### src/rtl/fir3_pkg.sv
package fir3_pkg;

  localparam int NUM_TAPS = 3;

  typedef enum logic {
    FORM_DIRECT     = 1'b0,
    FORM_TRANSPOSED = 1'b1
  } firForm_e;

  // strobes from control to datapath
  typedef struct packed {
    logic tapShift;   // advance the first delay element
    logic stageLoad;  // capture the cutset / chain registers
    logic outLoad;    // capture the output register
  } firStrobes_t;

  function automatic int formLatency(firForm_e form);
    return (form == FORM_TRANSPOSED) ? 1 : 2;
  endfunction

endpackage

### src/rtl/fir3_term.sv
module fir3_term #(
  parameter int SAMPLE_W = 16,
  parameter int COEF_W   = 16,
  parameter int ACC_W    = 34
) (
  input  logic signed [SAMPLE_W-1:0] sample,
  input  logic signed [COEF_W-1:0]   coef,
  output logic signed [ACC_W-1:0]    product
);
  localparam int PROD_W = SAMPLE_W + COEF_W;
  localparam int EXT_W  = ACC_W - PROD_W;

  logic signed [PROD_W-1:0] fullProd;

  assign fullProd = sample * coef;
  assign product  = {{EXT_W{fullProd[PROD_W-1]}}, fullProd};
endmodule

### src/rtl/fir3_ctrl.sv
module fir3_ctrl
  import fir3_pkg::*;
#(
  parameter firForm_e FORM = FORM_DIRECT
) (
  input  logic        clk,
  input  logic        rst,
  input  logic        inValid,
  output firStrobes_t strobes,
  output logic        outValid
);
  localparam int LAT = formLatency(FORM);

  logic [LAT-1:0] validPipe;

  assign strobes.tapShift  = inValid;
  assign strobes.stageLoad = inValid;

  generate
    if (LAT == 1) begin : g_single
      always_ff @(posedge clk) begin
        if (rst) validPipe <= '0;
        else     validPipe[0] <= inValid;
      end
      assign strobes.outLoad = inValid;
    end else begin : g_multi
      always_ff @(posedge clk) begin
        if (rst) validPipe <= '0;
        else     validPipe <= {validPipe[LAT-2:0], inValid};
      end
      assign strobes.outLoad = validPipe[LAT-2];
    end
  endgenerate

  assign outValid = validPipe[LAT-1];
endmodule

### src/rtl/fir3_datapath.sv
module fir3_datapath
  import fir3_pkg::*;
#(
  parameter firForm_e FORM     = FORM_DIRECT,
  parameter int       SAMPLE_W = 16,
  parameter int       COEF_W   = 16,
  parameter int       ACC_W    = 34
) (
  input  logic                       clk,
  input  logic                       rst,
  input  firStrobes_t                strobes,
  input  logic signed [SAMPLE_W-1:0] sample,
  input  logic signed [COEF_W-1:0]   coefA,
  input  logic signed [COEF_W-1:0]   coefB,
  input  logic signed [COEF_W-1:0]   coefC,
  output logic signed [ACC_W-1:0]    result
);
  logic signed [SAMPLE_W-1:0] mulIn   [NUM_TAPS];
  logic signed [COEF_W-1:0]   mulCoef [NUM_TAPS];
  logic signed [ACC_W-1:0]    mulOut  [NUM_TAPS];
  logic signed [ACC_W-1:0]    outReg;

  assign mulCoef[0] = coefA;
  assign mulCoef[1] = coefB;
  assign mulCoef[2] = coefC;

  for (genvar t = 0; t < NUM_TAPS; t++) begin : g_term
    fir3_term #(
      .SAMPLE_W(SAMPLE_W),
      .COEF_W  (COEF_W),
      .ACC_W   (ACC_W)
    ) u_term (
      .sample (mulIn[t]),
      .coef   (mulCoef[t]),
      .product(mulOut[t])
    );
  end

  generate
    if (FORM == FORM_DIRECT) begin : g_direct
      // tapped delay line plus one register on each cutset edge
      logic signed [SAMPLE_W-1:0] tapOne, tapTwo;
      logic signed [ACC_W-1:0]    cutNewest, cutOlder;

      assign mulIn[0] = sample;
      assign mulIn[1] = tapOne;
      assign mulIn[2] = tapTwo;

      always_ff @(posedge clk) begin
        if (rst) begin
          tapOne    <= '0;
          tapTwo    <= '0;
          cutNewest <= '0;
          cutOlder  <= '0;
          outReg    <= '0;
        end else begin
          if (strobes.tapShift) begin
            tapOne <= sample;
            tapTwo <= tapOne;
          end
          if (strobes.stageLoad) begin
            cutNewest <= mulOut[0];
            cutOlder  <= mulOut[1] + mulOut[2];
          end
          if (strobes.outLoad) outReg <= cutNewest + cutOlder;
        end
      end
    end else begin : g_transposed
      // sample broadcast to all multipliers, delays in the adder chain
      logic signed [ACC_W-1:0] chainC, chainBC;

      assign mulIn[0] = sample;
      assign mulIn[1] = sample;
      assign mulIn[2] = sample;

      always_ff @(posedge clk) begin
        if (rst) begin
          chainC  <= '0;
          chainBC <= '0;
          outReg  <= '0;
        end else begin
          if (strobes.tapShift)  chainC  <= mulOut[2];
          if (strobes.stageLoad) chainBC <= mulOut[1] + chainC;
          if (strobes.outLoad)   outReg  <= mulOut[0] + chainBC;
        end
      end
    end
  endgenerate

  assign result = outReg;
endmodule

### src/rtl/cutset_fir3.sv
module cutset_fir3
  import fir3_pkg::*;
#(
  parameter firForm_e FORM     = FORM_DIRECT,
  parameter int       SAMPLE_W = 16,
  parameter int       COEF_W   = 16,
  parameter int       GUARD_W  = 2
) (
  input  logic                                      clk,
  input  logic                                      rst,
  input  logic signed [COEF_W-1:0]                  coefA,
  input  logic signed [COEF_W-1:0]                  coefB,
  input  logic signed [COEF_W-1:0]                  coefC,
  input  logic                                      inValid,
  input  logic signed [SAMPLE_W-1:0]                inSample,
  output logic                                      outValid,
  output logic signed [SAMPLE_W+COEF_W+GUARD_W-1:0] outSample
);
  localparam int ACC_W = SAMPLE_W + COEF_W + GUARD_W;

  firStrobes_t strobes;

  fir3_ctrl #(.FORM(FORM)) u_ctrl (
    .clk     (clk),
    .rst     (rst),
    .inValid (inValid),
    .strobes (strobes),
    .outValid(outValid)
  );

  fir3_datapath #(
    .FORM    (FORM),
    .SAMPLE_W(SAMPLE_W),
    .COEF_W  (COEF_W),
    .ACC_W   (ACC_W)
  ) u_datapath (
    .clk    (clk),
    .rst    (rst),
    .strobes(strobes),
    .sample (inSample),
    .coefA  (coefA),
    .coefB  (coefB),
    .coefC  (coefC),
    .result (outSample)
  );
endmodule

### config.mk
export PLATFORM = sky130hd
export DESIGN_NAME = cutset_fir3
export DESIGN_NICKNAME = d
export VERILOG_FILES = /design/src/rtl/fir3_pkg.sv /design/src/rtl/fir3_term.sv /design/src/rtl/fir3_ctrl.sv /design/src/rtl/fir3_datapath.sv /design/src/rtl/cutset_fir3.sv
export SDC_FILE = /design/constraint.sdc
export NUM_CORES = 2
export LEC_CHECK = 0
export CAP_MARGIN = 20
export CORE_MARGIN = 2
export CORE_UTILIZATION = 40
export CTS_CLUSTER_SIZE = 40
export DETAILED_ROUTE_END_ITERATION = 10
export PLACE_DENSITY_LB_ADDON = 0.1
export SYNTH_ARGS = -nofsm -noshare
export SYNTH_HDL_FRONTEND = slang
export SYNTH_HIERARCHICAL = 1
export SYNTH_SLANG_ARGS = --single-unit
### constraint.sdc
create_clock -name clk -period 10.2 [get_ports clk]
set_clock_uncertainty 0.05 [all_clocks]
set_input_delay 2.04 -clock clk [delete_from_list [all_inputs] [get_ports clk]]
set_output_delay 2.04 -clock clk [all_outputs]
set_load 0.02 [all_outputs]
==> flow_summary_export.csv <==
group,metric,value,unit
outcome,status,"complete, no violations",
yosys,yosysTopAreaCellShare,0.413,
timing,setup_viol,0,
clock_network,cts_hold_buf,0,
cells_and_area,final_cell_mix,"891 x inv_1, 788 x fa_1, 440 x nand2_1, 379 x and2_1, 312 x ha_1",
timing,maxSlewViolCount,0,
clock_network,clock_latency,0.47,ns
critical_path,cp-start-kind,"input pin",
route,wirelength,103,mm
timing,finalCritPeriodShare,0.950,
global_routing,antenna_found_initial,1,
yosys,synthesis.nets,5427,
cells_and_area,syn2layout_area_growth,9.99,%
clock_network,numCtsBuffers,17,
cells_and_area,nNetsFinal,5552,
floorplanning,die_h,313,um
place,port-buffer-count,101,
critical_path,required,10.51,ns
global_routing,grt_usage,0.219,
critical_path,crit_path_end_kind,"register",
timing,fin_tns_setup,0,ns
floorplanning,initial_utilization,0.403,
yosys,synth_flop_cell,"dfxtp_1",
timing,period_needed,9.69,ns
cells_and_area,n_antenna_cell,0,
clock_network,cts_tree,"yes",
critical_path,crit_top_cell,"fa_1",
critical_path,cp_slowest_stage_delay,0.63,ns
yosys,yosysSeqAreaShare,0.0713,
worst_hold_path,hp-class,"register to register",
critical_path,arrival,10.00,ns
run,drv_cap,0,
global_routing,grt_max_degree,73,
timing,max-slew-margin-rel,0.258,
route,route.detailed.drc,0,
place,hpwl,87.3,mm
clock_network,postCtsSetupRepairBufs,0,
timing,hold_viol_final,0,
yosys,ys_warn_count,6,
floorplanning,rows,113,
cells_and_area,drive_gt1_frac,0.0546,
clock_network,clockBufferDepth,2,
cells_and_area,layout_commonest_cell,"inv_1",
clock_network,cts.reportedPaths.clkPinSlew,0.07,ns
route,detail_route.vias_per_cell,4.99,
cells_and_area,fill_cells,9499,
yosys,synth_edf_count,0,
timing,worst_pin_slew,1.11,ns
global_routing,grt_pass1_vias,29900,
critical_path,crit_fanout,9,
clock_network,cts.sink_count,136,
yosys,ys_ff_latch,136,
floorplanning,io_pins,102,
route,vias,28200,
yosys,synthArstFlopShare,0,
global_routing,grt_pass1_wl,169,mm
global_routing,overflow,0,
route,wl_per_cell,18.1,um
timing,rsz0062_at_grt,"no",
route,firstDrtPassIters,7,
clock_network,htree_levels,4,
clock_network,clock-root-buffer,"clkbuf_16",
floorplanning,coreArea,94900,um2
critical_path,critPathKind,"input pin to register",
yosys,synth_top_cell_by_area,"fa_1",
route,ant_nets,0,
critical_path,slowest_stage,"clkdlybuf4s50_1",
place,gp_congestion,0.843,
clock_network,cts_resized,0,
route,drt_iter0_markers,1392,
yosys,synth.avg_cell_area,8.96,um2
yosys,synth_cell_types,97,
timing,fmax,0.103,GHz
yosys,ys_top_cells_by_area,"fa_1 41%, ha_1 10%, inv_1 8.8%, dfxtp_1 7.1%, and2_1 6.2%",
floorplanning,die-width,313,um
yosys,syn_area,38200,um2
floorplanning,dieArea,98000,um2
yosys,syn_inst,4260,
==> cell type report <==
cell class,instances,area [um2],share of cell area
Sequential cell,136,2720,0.0649
Multi-Input combinational cell,3073,31500,0.749
Tap cell,1265,1580,0.0377
Clock inverter,15,184,0.00438
Inverter,892,3350,0.0797
Clock buffer,17,425,0.0101
Timing Repair Buffer,265,2260,0.0539
==> critical path: cells and delay by family <==
family,cells,cell delay (ns)
AOI/OAI and AO/OA,11,2.54
xor gates and xnor gates,1,0.22
adders and majority gates,8,3.71
buffers and inverters,6,1.01
and+or+nand+nor,3,0.46
==> path summary, 6_finish.rpt <==
check / start / end / slack, ns / cells after the start
worst min-delay path: u_datapath/result[12]$_SDFFE_PP0P_ / u_datapath/result[12]$_SDFFE_PP0P_ / 0.42 / 2
worst max register to register: u_datapath/g_direct.tapOne[7]$_SDFFE_PP0P_ / u_datapath/g_direct.cutOlder[32]$_SDFFE_PP0P_ / 1.68 / 29
worst min register to register: u_datapath/result[12]$_SDFFE_PP0P_ / u_datapath/result[12]$_SDFFE_PP0P_ / 0.42 / 2
worst max-delay path: coefB[2] / u_datapath/g_direct.cutOlder[32]$_SDFFE_PP0P_ / 0.51 / 29
==> routing by layer <==
layer	GRT usage	part of all wire
met4	0.0378	0.013
met3	0.0188	0.029
met2	0.379	0.50
met5	0	0
met1	0.303	0.46
==> state kept, by name, indices dropped and copies added (netlist names) <==
name,flops
u_datapath/g_direct.tapOne,16
u_datapath/g_direct.tapTwo,16
u_datapath/g_direct.cutNewest,34
u_ctrl/validPipe,2
u_datapath/result,34
u_datapath/g_direct.cutOlder,34
==> synthesized netlist by cell type, types with 10 or more instances <==
cell type  count
a21o_1        72
nand2_1      440
a211oi_1      16
nand4_1       22
nor2_1       202
nand3b_1      16
or3_1         11
o21a_1        34
inv_1        891
mux2i_1       96
and2_1       379
a21oi_1      131
o21bai_1      12
o31ai_1       10
dfxtp_1      136
buf_1         16
fa_1         788
nor3_1        40
nor2b_1       15
clkbuf_1     130
xor2_1        35
ha_1         312
a31oi_1       20
nand3_1       40
and3_1        26
nand2b_1      23
o211ai_1      17
o21ai_0       57
xnor2_1       97
==> cells by family (layout without fill, tap and decap cells) <==
| kind of cell | after synthesis | after routing | synth area share |
|---|---|---|---|
| adder cells (fa/ha/maj) | 1100 | 1100 | 0.515 |
| multiplexers | 98 | 98 | 0.0258 |
| AND/OR/NAND/NOR | 1256 | 1256 | 0.164 |
| flip-flops | 136 | 136 | 0.0713 |
| AO/OA/AOI/OAI | 487 | 487 | 0.0892 |
| buffers and inverters | 1051 | 1189 | 0.104 |
| XOR/XNOR | 132 | 132 | 0.0303 |
==> stage by stage <==
stage / std cells / cell area (um2) / setup WS, ns / util / hold WS, ns
6_report: 5663 / 42000 / 0.513 / 0.443 / 0.423
5_1_grt: 5663 / 42000 / 0.157 / 0.443 / 0.452
4_1_cts: 5663 / 42000 / 0.540 / 0.443 / 0.424
3_5_place_dp: 5631 / 41400 / 0.0165 / 0.436 / 0.412
3_3_place_gp: 5631 / 41400 / 0.111 / 0.436 / 0.406
2_1_floorplan: 4260 / 38200 / 1.07 / - / 0.395
Power is left out: the tool's default activity adds up to more than one toggle a clock period on the data nets, which glitch-free logic cannot reach.
